$ cat config.mk
export PLATFORM = sky130hd
export DESIGN_NAME = rst_supervisor
export DESIGN_NICKNAME = d
export VERILOG_FILES = /design/src/rtl/rst_supervisor_pkg.sv /design/src/rtl/rst_supervisor_dp.sv /design/src/rtl/rst_supervisor_ctrl.sv /design/src/rtl/rst_supervisor.sv
export SDC_FILE = /design/constraint.sdc
export NUM_CORES = 1
export LEC_CHECK = 0
export ABC_AREA = 1
export CAP_MARGIN = 20
export CORE_MARGIN = 1
export CORE_UTILIZATION = 63
export DETAILED_ROUTE_END_ITERATION = 16
export DONT_BUFFER_PORTS = 1
export PLACE_DENSITY = 0.79
export SETUP_SLACK_MARGIN = 0.3
export SYNTH_ARGS = -nofsm -noshare
export SYNTH_HDL_FRONTEND = slang
export SYNTH_SLANG_ARGS = --single-unit
$ cat constraint.sdc
create_clock -name clk -period 2 [get_ports clk]
set_clock_uncertainty 0.15 [all_clocks]
set_input_delay 0.3 -clock clk [delete_from_list [all_inputs] [get_ports clk]]
set_output_delay 0.3 -clock clk [all_outputs]
set_load 0.01 [all_outputs]
$ cat src/rtl/rst_supervisor_pkg.sv
package rst_supervisor_pkg;

  typedef enum logic [1:0] {
    ST_POR_HOLD = 2'd0,
    ST_RUN      = 2'd1,
    ST_WD_PULSE = 2'd2
  } sup_state_t;

  // Strobes from control to datapath
  typedef struct packed {
    logic phaseClr;   // zero the phase (hold/pulse) counter
    logic phaseInc;   // advance the phase counter
    logic phasePulse; // compare against pulse length instead of hold length
    logic wdClr;      // zero the watchdog counter
    logic wdInc;      // advance the watchdog counter
  } sup_strobe_t;

endpackage

$ cat src/rtl/rst_supervisor_dp.sv
module rst_supervisor_dp
  import rst_supervisor_pkg::*;
#(
  parameter int POR_TICKS  = 100000,
  parameter int WD_TIMEOUT = 65536,
  parameter int WD_PULSE   = 16
) (
  input  logic        clk,
  input  logic        pwrGood,
  input  sup_strobe_t strobe,
  output logic        phaseDone,
  output logic        wdTerm
);

  localparam int PH_MAX = (POR_TICKS > WD_PULSE) ? POR_TICKS : WD_PULSE;
  localparam int PH_W   = (PH_MAX > 2) ? $clog2(PH_MAX) : 1;
  localparam int WD_W   = (WD_TIMEOUT > 2) ? $clog2(WD_TIMEOUT) : 1;
  localparam logic [PH_W-1:0] POR_LAST   = PH_W'(POR_TICKS - 1);
  localparam logic [PH_W-1:0] PULSE_LAST = PH_W'(WD_PULSE - 1);
  localparam logic [WD_W-1:0] WD_LAST    = WD_W'(WD_TIMEOUT - 1);

  logic [PH_W-1:0] phaseCnt;
  logic [WD_W-1:0] wdCnt;

  always_ff @(posedge clk or negedge pwrGood) begin
    if (!pwrGood) begin
      phaseCnt <= '0;
    end else if (strobe.phaseClr) begin
      phaseCnt <= '0;
    end else if (strobe.phaseInc) begin
      phaseCnt <= phaseCnt + 1'b1;
    end
  end

  always_ff @(posedge clk or negedge pwrGood) begin
    if (!pwrGood) begin
      wdCnt <= '0;
    end else if (strobe.wdClr) begin
      wdCnt <= '0;
    end else if (strobe.wdInc) begin
      wdCnt <= wdCnt + 1'b1;
    end
  end

  assign phaseDone = strobe.phasePulse ? (phaseCnt == PULSE_LAST)
                                       : (phaseCnt == POR_LAST);
  assign wdTerm    = (wdCnt == WD_LAST);

  // A clear strobe leaves the watchdog count at zero
  p_clear_zeroes_r5: assert property (@(posedge clk) disable iff (!pwrGood)
    strobe.wdClr |=> (wdCnt == '0));

  // An increment never walks past terminal count: expiry must intervene
  p_no_wrap_r3: assert property (@(posedge clk) disable iff (!pwrGood)
    (strobe.wdInc && !strobe.wdClr) |-> (wdCnt != WD_LAST));

endmodule

$ cat src/rtl/rst_supervisor_ctrl.sv
module rst_supervisor_ctrl
  import rst_supervisor_pkg::*;
(
  input  logic        clk,
  input  logic        pwrGood,
  input  logic        tickEn,
  input  logic        wdClear,
  input  logic        phaseDone,
  input  logic        wdTerm,
  output sup_strobe_t strobe,
  output logic        rstReqN,
  output logic        causeWdog
);

  sup_state_t state, nextState;
  logic       expire;

  always_comb begin
    nextState = state;
    strobe    = '0;
    expire    = 1'b0;
    unique case (state)
      ST_POR_HOLD: begin
        strobe.wdClr = 1'b1;
        if (tickEn) begin
          if (phaseDone) begin
            nextState       = ST_RUN;
            strobe.phaseClr = 1'b1;
          end else begin
            strobe.phaseInc = 1'b1;
          end
        end
      end
      ST_RUN: begin
        strobe.phaseClr = 1'b1;
        if (wdClear) begin
          strobe.wdClr = 1'b1;          // clear outranks terminal count
        end else if (tickEn) begin
          if (wdTerm) begin
            nextState    = ST_WD_PULSE;
            strobe.wdClr = 1'b1;
            expire       = 1'b1;
          end else begin
            strobe.wdInc = 1'b1;
          end
        end
      end
      ST_WD_PULSE: begin
        strobe.wdClr      = 1'b1;
        strobe.phasePulse = 1'b1;
        if (tickEn) begin
          if (phaseDone) begin
            nextState       = ST_RUN;
            strobe.phaseClr = 1'b1;
          end else begin
            strobe.phaseInc = 1'b1;
          end
        end
      end
      default: begin
        nextState = ST_POR_HOLD;
      end
    endcase
  end

  always_ff @(posedge clk or negedge pwrGood) begin
    if (!pwrGood) begin
      state     <= ST_POR_HOLD;
      causeWdog <= 1'b0;
    end else begin
      state <= nextState;
      if (expire) begin
        causeWdog <= 1'b1;
      end
    end
  end

  assign rstReqN = (state == ST_RUN);

  // The cause flag never drops while power stays good
  p_cause_sticky_r8: assert property (@(posedge clk) disable iff (!pwrGood)
    causeWdog |=> causeWdog);

  // Release of reset only ever happens on a tick
  p_release_on_tick_r4: assert property (@(posedge clk) disable iff (!pwrGood)
    $rose(rstReqN) |-> $past(tickEn));

  // A clear request while released never leads into a watchdog pulse
  p_clear_wins_r6: assert property (@(posedge clk) disable iff (!pwrGood)
    (rstReqN && wdClear) |=> rstReqN);

endmodule

$ cat src/rtl/rst_supervisor.sv
module rst_supervisor
  import rst_supervisor_pkg::*;
#(
  parameter int POR_TICKS  = 100000,
  parameter int WD_TIMEOUT = 65536,
  parameter int WD_PULSE   = 16
) (
  input  logic clk,
  input  logic pwrGood,
  input  logic tickEn,
  input  logic wdClear,
  output logic rstReqN,
  output logic causeWdog
);

  sup_strobe_t strobe;
  logic        phaseDone;
  logic        wdTerm;

  rst_supervisor_ctrl u_ctrl (
    .clk       (clk),
    .pwrGood   (pwrGood),
    .tickEn    (tickEn),
    .wdClear   (wdClear),
    .phaseDone (phaseDone),
    .wdTerm    (wdTerm),
    .strobe    (strobe),
    .rstReqN   (rstReqN),
    .causeWdog (causeWdog)
  );

  rst_supervisor_dp #(
    .POR_TICKS  (POR_TICKS),
    .WD_TIMEOUT (WD_TIMEOUT),
    .WD_PULSE   (WD_PULSE)
  ) u_dp (
    .clk       (clk),
    .pwrGood   (pwrGood),
    .strobe    (strobe),
    .phaseDone (phaseDone),
    .wdTerm    (wdTerm)
  );

  // Any reset entered after power-up is a watchdog reset
  p_fall_is_wdog_r3: assert property (@(posedge clk) disable iff (!pwrGood)
    $fell(rstReqN) |-> causeWdog);

  // Watchdog count is parked at zero whenever reset is active
  p_hold_zero_r7: assert property (@(posedge clk) disable iff (!pwrGood)
    !rstReqN |-> (u_dp.wdCnt == '0));

endmodule

# --- Yosys cells after proc, flatten, opt, wreduce, memory -nomap -nowiden ---
# Cells that the tools add are included.
# W data, S select, Z words.
word_totals:
  register_bits: 36
op_classes:
  add_sub_neg: 2
  n_eq_ne: 10
  n_mux: 27
  reduce_logical: 5
ops:
  columns: ["operator", "count"]
  rows:
  - ["$mux W17", 2]
  - ["$mux W16", 2]
  - ["$add A17 B1 Y17 const B", 1]
  - ["$eq A17 B17 Y1 const B", 1]
  - ["$eq A17 B4 Y1 const B", 1]
  - ["$add A16 B1 Y16 const B", 1]
  - ["$eq A16 B16 Y1 const B", 1]
  - ["$mux W2", 7]
  - ["$mux W1", 13]
  - ["$ne A2 B1 Y1 const B", 3]
  - ["$reduce_and A5 Y1", 1]
  - ["$ne A2 B2 Y1 const B", 2]
  - ["$pmux W1 S2", 2]
  - ["$pmux W2 S2", 1]
  - ["$reduce_bool A2 Y1", 2]
  - ["$eq A2 B1 Y1 const B", 1]
  - ["$eq A2 B2 Y1 const B", 1]
  - ["$logic_not A2 Y1", 1]
  - ["$reduce_or A2 Y1", 1]

# --- Longest topological paths before layout ---
# Gate-level depths: netlist of the first run.
depth:
  word_depth: 8
  depth_mapped: 11
  mapped_depth_nobuf: 11

# --- Hierarchy ---
# From an unflattened synthesis of the first run, not the netlist that was laid out.
hier_totals:
  hier_cells: 296
  hier_area_um2: 2089.5
modules_own_cells:
  columns: ["module", "instances", "cells_each", "area_per_inst_um2"]
  rows:
  - ["rst_supervisor_dp", 1, 267, 1904.3]
  - ["rst_supervisor_ctrl", 1, 29, 185.2]

# --- Least setup slack after synthesis of the first run ---
# OpenSTA, ideal clock, no wires.
synth_path:
  kind: "register -> register"
  startpoint: "register u_dp.wdCnt[0]"
  endpoint: "register u_dp.wdCnt[12]"
  setup_time_ps: 118
  arrival_ps: 1404
  setup_slack_ps: 328
  stages_incl_launch_ff: 10
  synth_period_minus_slack_ps: 1672
  cell_sequence: "dfrtp_1 ha_1 nand3_4 nor2_8 nand3_2 nand2_2 nand2_4 nand2_4 buf_6 nor2_1"
synth_via:
  elab_chain_cells: 6
  word_cells_on_any_way: 12
synth_rtl:
  columns: ["element", "line_no", "source"]
  rows:
  - ["from (decl)", "rst_supervisor_dp.sv:23", "logic [WD_W-1:0] wdCnt;"]
  - ["from (signal assigned)", "rst_supervisor_dp.sv:41", "wdCnt <= wdCnt + 1'b1;"]
  - ["parallel branches: the longest is 6 deep, another holds $add A16 B1 Y16", null, null]
# Several ways; the timed one is not identified. The select of a mux whose other input is x is not followed.
# A chain may end at the register's enable or synchronous reset.

# --- Worst setup path in the final report of the first run ---
layout_path:
  startpoint: "register u_dp.phaseCnt[13]"
  endpoint: "register u_dp.phaseCnt[1]"
layout_via:
  elab_chain_cells: 6
  word_cells_on_any_way: 10
layout_rtl:
  columns: ["element", "line_no", "source"]
  rows:
  - ["from (decl)", "rst_supervisor_dp.sv:22", "logic [PH_W-1:0] phaseCnt;"]
  - ["from (signal assigned)", "rst_supervisor_dp.sv:31", "phaseCnt <= phaseCnt + 1'b1;"]
  - ["$eq A17 B17 Y1 / $eq A17 B4 Y1 (equally long branches)", "rst_supervisor_dp.sv:46, rst_supervisor_dp.sv:45", null]
  - ["$mux W1 *", "rst_supervisor_dp.sv:45", "assign phaseDone = strobe.phasePulse ? (phaseCnt == PULSE_LAST)"]
  - ["$mux W1", "rst_supervisor_ctrl.sv:26, rst_supervisor_ctrl.sv:52", null]
  - ["$mux W2 *", "rst_supervisor_ctrl.sv:51", "if (tickEn) begin"]
  - ["$pmux W1 S2 / $mux W1 (equally long branches)", null, null]
  - ["$mux W17 / $reduce_bool A2 Y1 (equally long branches)", null, null]
# Every way passes the cells marked *; elsewhere a longest branch is shown, timed or not.

==> metrics.yaml, run 1 <==
reg2regPathDepth: 8
row_count: 22
clock-sinks: 36
p_int_mw: 1.04
synthMuxAreaShare_pct: 0
r2r-start: "u_dp.phaseCnt[13]"
synth-seq-cells: 36
antenna_found_initial: 0
critical_path.max_fanout: 7
clkTransAtPathRegs_ps: 70
design.die.area_sq_um: 4060
seqPwrFrac_pct: 54.2
dr.pass1.iters: 6
ys.flop_type: "dfrtp_1"
yosysWarningCount: 0
synth_compound_area_share_pct: 3.65
period_share_pct: 87.8
power.leakage_nw: 1.26
synth_top_family_by_area: "simple AND/OR/NAND/NOR gates"
hold_viol: 0
crit_family: "simple AND/OR/NAND/NOR gates"
reg2reg_slack_ps: 240
synthXorXnorAreaFrac_pct: 3.28
initial_core_util_pct: 65.6
drive_gt1_share_pct: 24.8
vdd_drop_max_mv: 0.445
fmax_mhz: 569
synth_edf_count: 0
max-cap-violations: 0
ant_nets: 0
syn_area_sq_um: 2400
remaining_drc_errors: 0
hold_end: "u_dp.phaseCnt[0]"
grt_max_degree: 37
dpl_cell_area_sq_um: 2400
dieWidth_um: 63.7
io_buffers: 0
switching_power_uw: 315
status: "completed"
crit_cells: 8
numCtsBuffers: 5
seq_area_frac_synth_pct: 37.5
worst_slew_pin_slew_ps: 281
post_drt_via_cell_ratio: 5.96
design_area_sq_um: 2910
cp-start-kind: "flop"
avgSynthCellArea_sq_um: 7.12
crit_slowest_cell: "dfrtp_1"
synth_fp_nets: 343
htreeDepth: 2
max_stage_delay_ps: 440
gp_congestion: 0.892
async_reset_ff_share_pct: 100
crit_required_ps: 2020
min_period_ps: 1760
grt.overflow.total: 0
num_vias: 2498
slew_headroom_pct: 81.1
clock_power_share_pct: 40.1
grt_pass1_vias: 1918
path_class: "reg -> reg"
crit_chain: "inv_1, nand2_1, nor2_1, nand2_1, nor2_4, nand4_4, nand2_4, o21ai_0"
synth_simple_gate_area_share_pct: 45.5
slew_violations: 0
combPwrFrac_pct: 5.7
hp-class: "in -> reg"
crit_top_cell: "nand2_1"
synth_cell_types: 25
worst_ep_arrival_time_ps: 1770
io_pins: 6
die_y_um: 63.7
nFillCells: 234
cts_tree: "built"
coreArea_sq_um: 3660
min_path_cells: 2
grt_pass1_wl_um: 8600
clock-root-buffer: "clkbuf_8"
antenna-diode-count: 0
power.density_nw_per_um2: 465
setup_tns_ps: 0
switching_share_pct: 23.3
drt-total-wl_um: 6770
worst_setup_path_end_kind: "flop"
rsz0062_at_grt: "yes"
r2r_end: "u_dp.phaseCnt[1]"
synthAdderAreaFrac_pct: 1.04
synthCells: 337
layout.nets: 376
insertion_delay_ps: 300
hpwl_um: 3450
worstHoldStart: "tickEn"
wire_per_inst_um: 16.2
gr-usage-all-layers_pct: 27.4
setup_violations: 0
path_buf_inv: 1
first_iter_violations: 384
cts.path.max_buffers: 2
syn_to_final_growth_pct: 21.1
flip-flops by register name, summed over array words and instances (netlist names):
signal            count
u_ctrl.causeWdog      1
u_dp.wdCnt           16
u_dp.phaseCnt        17
u_ctrl.state          2
per-layer routing:
| layer | routed length [um] | vias up | global-route usage, % |
|---|---|---|---|
| met4 | 275 | 0 | 7.67 |
| li1 | - | 1141 | - |
| met3 | 594 | 40 | 7.14 |
| met2 | 3040 | 168 | 40.6 |
| met1 | 2850 | 1149 | 39.4 |
| met5 | 0 | - | 0 |
how the worst max path moves through the flow:
stage                            from  slack, ps                end
floorplan               u_dp.wdCnt[0]        330     u_dp.wdCnt[12]
global placement        u_dp.wdCnt[0]        210      u_dp.wdCnt[3]
detailed placement      u_dp.wdCnt[0]        190      u_dp.wdCnt[3]
CTS                  u_dp.phaseCnt[0]        280   u_dp.phaseCnt[1]
global route         u_dp.phaseCnt[5]        100  u_dp.phaseCnt[15]
finish              u_dp.phaseCnt[13]        240   u_dp.phaseCnt[1]
synth_stat cells, drive strengths merged, types with 5 or more instances:
master | instances | area share (%)
nand3 | 15 | 3.9
buf | 6 | 2.8
nand2 | 105 | 18
nor2 | 75 | 14
nand4 | 26 | 7.3
dfrtp | 36 | 38
xor2 | 9 | 3.3
nor3 | 9 | 2.3
o21ai | 8 | 1.7
o21bai | 5 | 1.6
inv | 39 | 6.2
what timing repair did:
action | in CTS | in global routing
pin swaps | 6 | 19
endpoints found under the hold margin | 36 | 0
setup buffers | 4 | 23
cloned | 1 | 1
hold buffers | 2 | 0
endpoints found under the setup margin | 28 | 34
resized for setup | 12 | 29
placed cells by master, fill, tap and decap left out, types with 2 or more instances in the layout:
cell,n
nor2_1,57
dfrtp_1,32
nand2_1,92
nand2_8,4
o21ai_1,2
nand3_1,11
o21bai_1,5
clkbuf_8,6
xor2_1,9
nor2_4,7
dfrtp_2,4
inv_2,7
nand4_1,24
o21ai_0,5
nor3_2,3
nor3_1,6
nand3_2,3
clkbuf_1,2
nand2_4,4
inv_1,31
nand2_2,6
buf_4,27
a21oi_1,2
nor2_2,10
cell type report:
cell class / count / area [sq um] / share of cell area [%]
repair buffers: 30 / 244 / 8.39
multi-input cells: 257 / 1440 / 49.5
clock buffers: 8 / 90.1 / 3.10
inverters: 39 / 159 / 5.46
well taps: 48 / 60.1 / 2.07
repair inverters: 1 / 8.76 / 0.301
flip-flops and latches: 36 / 906 / 31.2
through the flow:
step           hold WS [ps]  total power, mW  cells  setup WS (ps)  utilization, %
6_report               29.2             1.35    419            243            79.4
5_1_grt                53.7             1.38    419            101            79.4
4_1_cts                42.7             1.34    395            277            71.4
3_5_place_dp           -145            0.780    380            187            65.6
3_3_place_gp           -145            0.779    380            212            65.6
2_1_floorplan          -146            0.779    337            328               -
cell families (layout without fill, tap and decap cells):
logic type,count (synthesis),in the layout
and+or+nand+nor,230,231
buffers and inverters,45,78
DFF,36,36
xor gates and xnor gates,9,9
adders and majority gates,2,2
AOI/OAI and AO/OA,15,15
power groups by stage:
stage	clock network [mW]	logic, mW	registers, mW
after floorplan	0	0.0332	0.746
after global placement	0	0.0327	0.747
after detailed placement	0	0.0338	0.747
after CTS	0.551	0.0632	0.731
after global routing	0.564	0.0836	0.732
final	0.542	0.0777	0.733
worst register-to-register path, cell delays in order, from the launching register on:
cell and delay (ps):
dfrtp_1 440, inv_1 120, nand2_1 80, nor2_1 130
nand2_1 110, nor2_4 150, nand4_4 190, nand2_4 160
o21ai_0 100
Power figures use the tool's default switching activity.
==> run 2: changes to the inputs <==
CORE_UTILIZATION = 55   (was 63)
GPL_ROUTABILITY_DRIVEN = 0   (was default)
PLACE_DENSITY = 0.7   (was 0.79)
==> metrics.yaml, run 2 (synthesis results as in run 1) <==
status: "completed"
layout.nets: 358  # -4.8%
critical_path.max_fanout: 3  # -4
period_share_pct: 84.2  # -3.6 points
fmax_mhz: 594  # +4.3%
io_pins: 6  # unchanged
wire_per_inst_um: 12.5  # -23%
htreeDepth: 2  # unchanged
initial_core_util_pct: 58.8  # -6.8 points
post_drt_via_cell_ratio: 5.21  # -13%
drive_gt1_share_pct: 17.3  # -7.5 points
min_path_cells: 2  # unchanged
antenna_found_initial: 0  # unchanged
numCtsBuffers: 5  # unchanged
setup_violations: 0  # unchanged
syn_to_final_growth_pct: 11.9
hold_viol: 0  # unchanged
worst_slew_pin_slew_ps: 276  # -4.13 ps
slew_headroom_pct: 81.6  # +0.45 points
largest_reg_flops: 17  # unchanged
hp-class: "in -> reg"
grtUsageMet1_pct: 37.7  # -1.6 points
final_common_cell: "nand2_1"
reg2regPathDepth: 10  # +2
design.die.area_sq_um: 4630  # +14%
clock-sinks: 36  # unchanged
grt_pass1_wl_um: 8140  # -5.4%
remaining_drc_errors: 0  # unchanged
hpwl_um: 3520  # +2.2%
ant_nets: 0  # unchanged
insertion_delay_ps: 290  # about the same
setup_tns_ps: 0  # unchanged
grt_pass1_vias: 1749  # -8.8%
grt.overflow.total: 0  # unchanged
cp-start-kind: "flop"
largestRegisters: "u_dp.phaseCnt x17, u_dp.wdCnt x16, u_ctrl.state x2"
slew_violations: 0  # unchanged
clock-root-buffer: "clkbuf_8"
power.leakage_nw: 1.16  # -7.8%
design_area_sq_um: 2690  # -7.6%
crit_slowest_cell: "dfrtp_1"
dpl_cell_area_sq_um: 2420  # +0.73%
worst_setup_path_end_kind: "flop"
top_register: "u_dp.phaseCnt"
clkTransAtPathRegs_ps: 70  # about the same
grt_use_met3_pct: 5.00  # -2.1 points
power.density_nw_per_um2: 498  # +7.1%
dieWidth_um: 68.1  # +6.8%
max-cap-violations: 0  # unchanged
max_stage_delay_ps: 380  # -60 ps
gr-max-usage-layer: "met1"
drt-total-wl_um: 5020  # -26%
crit_chain: "ha_2, nand2_2, nor2_4, inv_2, nor2_4, nand4_1, nor2_1, nand2_1, nand2_1, nor2_1"
vdd_drop_max_mv: 0.405  # -8.9%
dr.pass1.iters: 4  # -2
nFillCells: 366  # +56%
antenna-diode-count: 0  # unchanged
grtUsageMet2_pct: 31.5  # -9.1 points
first_iter_violations: 133  # -65%
crit_required_ps: 2030  # about the same
gr-usage-all-layers_pct: 24.0  # -3.3 points
min_period_ps: 1680  # -72.0 ps
grt_max_degree: 37  # unchanged
path_class: "reg -> reg"
cts.path.max_buffers: 2  # unchanged
coreArea_sq_um: 4090  # +12%
final_cell_mix: "93 x nand2_1, 60 x nor2_1, 35 x dfrtp_1"
cts_tree: "built"
worst_ep_arrival_time_ps: 1710  # -60 ps
rsz0062_at_grt: "yes"
io_buffers: 0  # unchanged
die_y_um: 68.1  # +6.8%
row_count: 23  # +4.5%
num_vias: 2099  # -16%
==> run 2: per-stage QoR <==
stage | setup slack, ps | power, mW | hold slack [ps] | utilization [%] | std cells
after global routing | 203 | 1.39 | 67.7 | 65.7 | 403
after detailed placement | 207 | 0.779 | -144 | 59.2 | 384
after CTS | 310 | 1.35 | 47.2 | 63.1 | 395
final | 315 | 1.34 | 50.0 | 65.7 | 403
after floorplan | 328 | 0.779 | -146 | - | 337
after global placement | 239 | 0.779 | -145 | 59.2 | 384
==> run 2: per-layer routing <==
layer / share of wire (%) / vias up
met5: 0 / -
met4: 1.4 / 0
met3: 4.2 / 7
met2: 40 / 35
met1: 54 / 953
li1: - / 1104
==> run 2: area by class of cell <==
class	instances	area, sq um	share of cell area [%]
Clock buffer	8	90.1	3.35
Inverter	39	149	5.54
Multi-Input combinational cell	256	1360	50.6
Sequential cell	36	902	33.6
Tap cell	50	62.6	2.33
Timing Repair Buffer	14	124	4.61
==> run 2: critical path, delay by kind of cell (launching register included) <==
kind / cells / cell delay (ps)
adders and majority gates: 1 / 210
buffers and inverters: 1 / 70
and+or+nand+nor: 8 / 760
DFF: 1 / 380
==> run 2: path summary, 6_finish.rpt <==
check	startpoint	to	slack (ps)
setup / recovery	u_dp.phaseCnt[1]	u_dp.phaseCnt[14]	320
setup reg to reg	u_dp.phaseCnt[1]	u_dp.phaseCnt[14]	320
hold reg to reg	u_dp.phaseCnt[16]	u_dp.phaseCnt[16]	370
hold / removal	tickEn	u_dp.phaseCnt[0]	50
max in group asynchronous	pwrGood	u_dp.phaseCnt[16]	1200
min in group asynchronous	pwrGood	u_dp.wdCnt[1]	310
==> run 2: power breakdown <==
part           leakage [nW]  switching [mW]  internal, mW  total (mW)
logic                 0.629          0.0442        0.0202      0.0644
registers             0.490         0.00249         0.730       0.732
clock network        0.0455           0.260         0.281       0.541
total                  1.16           0.307          1.03        1.34
==> run 2: timing repair <==
item                                    4_1_cts  5_1_grt
resized for setup                             5       13
hold buffers                                  2        0
pin swaps                                     0        6
endpoints found under the setup margin       18       33
buffers inserted                              1        8
hold endpoints to repair                     36        0
==> run 3: changes to the inputs <==
clock period = 1.8 ns   (was 2 ns; I/O delays follow)
==> metrics.yaml, run 3 (synthesis results as in run 1) <==
max-cap-violations: 0  # unchanged
hpwl_um: 3620  # +2.8%
vdd_drop_max_mv: 0.316  # -22%
syn_to_final_growth_pct: 32.2
post_drt_via_cell_ratio: 5.58  # +7.1%
r2r-start: "u_dp.wdCnt[1]"
finish.utilization_pct: 77.7  # +12 points
worst_ep_arrival_time_ps: 1810  # +100 ps
drt-total-wl_um: 6600  # +31%
top_register: "u_dp.phaseCnt"
hp-class: "in -> reg"
numCtsBuffers: 5  # unchanged
htreeDepth: 2  # unchanged
setup_violations: 0  # unchanged
io_buffers: 0  # unchanged
hold_viol: 0  # unchanged
hold_end: "u_ctrl.state[0]"
p_int_mw: 1.19  # +15%
grt_pass1_wl_um: 9780  # +20%
nFillCells: 274  # -25%
layout.nets: 391  # +9.2%
switching_power_uw: 360  # +18%
antenna-diode-count: 0  # unchanged
num_vias: 2427  # +16%
die_y_um: 68.1  # unchanged
final_common_cell: "nand2_1"
power.leakage_nw: 1.37  # +18%
drive_gt1_share_pct: 33.0  # +16 points
fmax_mhz: 580  # -2.4%
largestRegisters: "u_dp.phaseCnt x17, u_dp.wdCnt x16, u_ctrl.state x2"
insertion_delay_ps: 300  # about the same
coreArea_sq_um: 4090  # unchanged
antenna_found_initial: 0  # unchanged
cp-start-kind: "flop"
clkTransAtPathRegs_ps: 70  # about the same
remaining_drc_errors: 0  # unchanged
ant_nets: 0  # unchanged
row_count: 23  # unchanged
cts.path.max_buffers: 2  # unchanged
power.density_nw_per_um2: 487  # -2.2%
slew_headroom_pct: 83.3  # +1.7 points
worst_slew_pin_slew_ps: 251  # -25.8 ps
r2r_end: "u_dp.wdCnt[11]"
combPwrFrac_pct: 6.6  # +1.8 points
clock_power_share_pct: 40.8  # +0.4 points
period_share_pct: 95.9  # +12 points
worst_setup_path_end_kind: "flop"
grt.overflow.total: 0  # unchanged
path_class: "reg -> reg"
cts_tree: "built"
gr-usage-all-layers_pct: 28.9  # +4.8 points
initial_core_util_pct: 58.8  # unchanged
final_cell_mix: "81 x nand2_1, 55 x nor2_1, 31 x buf_4"
min_path_cells: 3  # +1
worstHoldStart: "tickEn"
multi_input_area_sq_um: 1560  # +15%
design.die.area_sq_um: 4630  # unchanged
io_pins: 6  # unchanged
grt_max_degree: 37  # unchanged
grt_pass1_vias: 2090  # +19%
setup_tns_ps: 0  # unchanged
seqPwrFrac_pct: 52.6  # -2.1 points
clock-root-buffer: "clkbuf_8"
reg2reg_slack_ps: 70  # -240 ps
first_iter_violations: 245  # +84%
clock-sinks: 36  # unchanged
critical_path.max_fanout: 4  # +1
rsz0062_at_grt: "yes"
switching_share_pct: 23.3  # +0.39 points
dr.pass1.iters: 5  # +1
wire_per_inst_um: 15.2  # +22%
status: "completed"
regArea_sq_um: 910  # +0.83%
slew_violations: 0  # unchanged
dieWidth_um: 68.1  # unchanged
crit_required_ps: 1880  # -150 ps
largest_reg_flops: 17  # unchanged
reg2regPathDepth: 9  # -1
min_period_ps: 1730  # +41.0 ps
==> run 3: worst max-delay path, stage by stage, from the launching register on <==
cell      delay (ps)
dfrtp_1          400
buf_4            150
nand2_2          100
nor2_4           170
nand3_2          110
nor2_4           180
nand2_1           90
o21bai_1         130
nand2_1           90
nor2_2            90
==> run 3: final cells by class <==
class                           count  share of cell area, %
Clock buffer                        7                   3.04
Inverter                           39                   5.16
Multi-Input combinational cell    259                   49.1
Sequential cell                    36                   28.7
Tap cell                           50                   1.97
Timing Repair Buffer               42                   11.5
Timing Repair inverter              2                  0.552
==> run 3: per-stage QoR <==
step                std cells  setup WS [ps]  cell area [sq um]  power (mW)  hold WS (ps)
global route              435          -5.75               3170        1.60          85.5
finish                    435           74.4               3170        1.55          77.2
global placement          389           76.2               2470       0.871          -175
CTS                       420            150               2890        1.54          14.2
floorplan                 337            232               2420       0.869          -176
detailed placement        389           75.9               2470       0.872          -175
==> run 3: repair_timing <==
| item | CTS | global route |
|---|---|---|
| hold buffers | 3 | 1 |
| endpoints found under the hold margin | 37 | 1 |
| setup buffers | 18 | 12 |
| endpoints found under the setup margin | 36 | 37 |
| resized for setup | 30 | 48 |
| gates cloned | 3 | 2 |
| pin swaps | 26 | 34 |
==> run 3: layer usage <==
layer | global-route usage, % | vias up | wire [um]
li1 | - | 1172 | -
met1 | 42.2 | 1120 | 3040
met2 | 40.7 | 112 | 2900
met3 | 5.17 | 23 | 476
met4 | 13.3 | 0 | 184
met5 | 0 | - | 0
==> run 3: worst max path at each step <==
stage,from,to,slack [ps]
global route,u_dp.wdCnt[1],u_dp.wdCnt[11],-6
CTS,u_dp.phaseCnt[0],u_dp.phaseCnt[14],150
finish,u_dp.wdCnt[1],u_dp.wdCnt[11],70
floorplan,u_dp.phaseCnt[0],u_dp.phaseCnt[2],230
detailed placement,u_dp.phaseCnt[0],u_dp.phaseCnt[1],80
global placement,u_dp.phaseCnt[0],u_dp.phaseCnt[1],80
==> run 3: power groups by stage <==
stage                     Clock, mW  Sequential (mW)  Combinational [mW]
after floorplan                   0            0.831              0.0382
after global placement            0            0.830              0.0416
after detailed placement          0            0.830              0.0423
after CTS                     0.638            0.814              0.0853
after global routing          0.673            0.813               0.110
final                         0.631            0.814               0.101
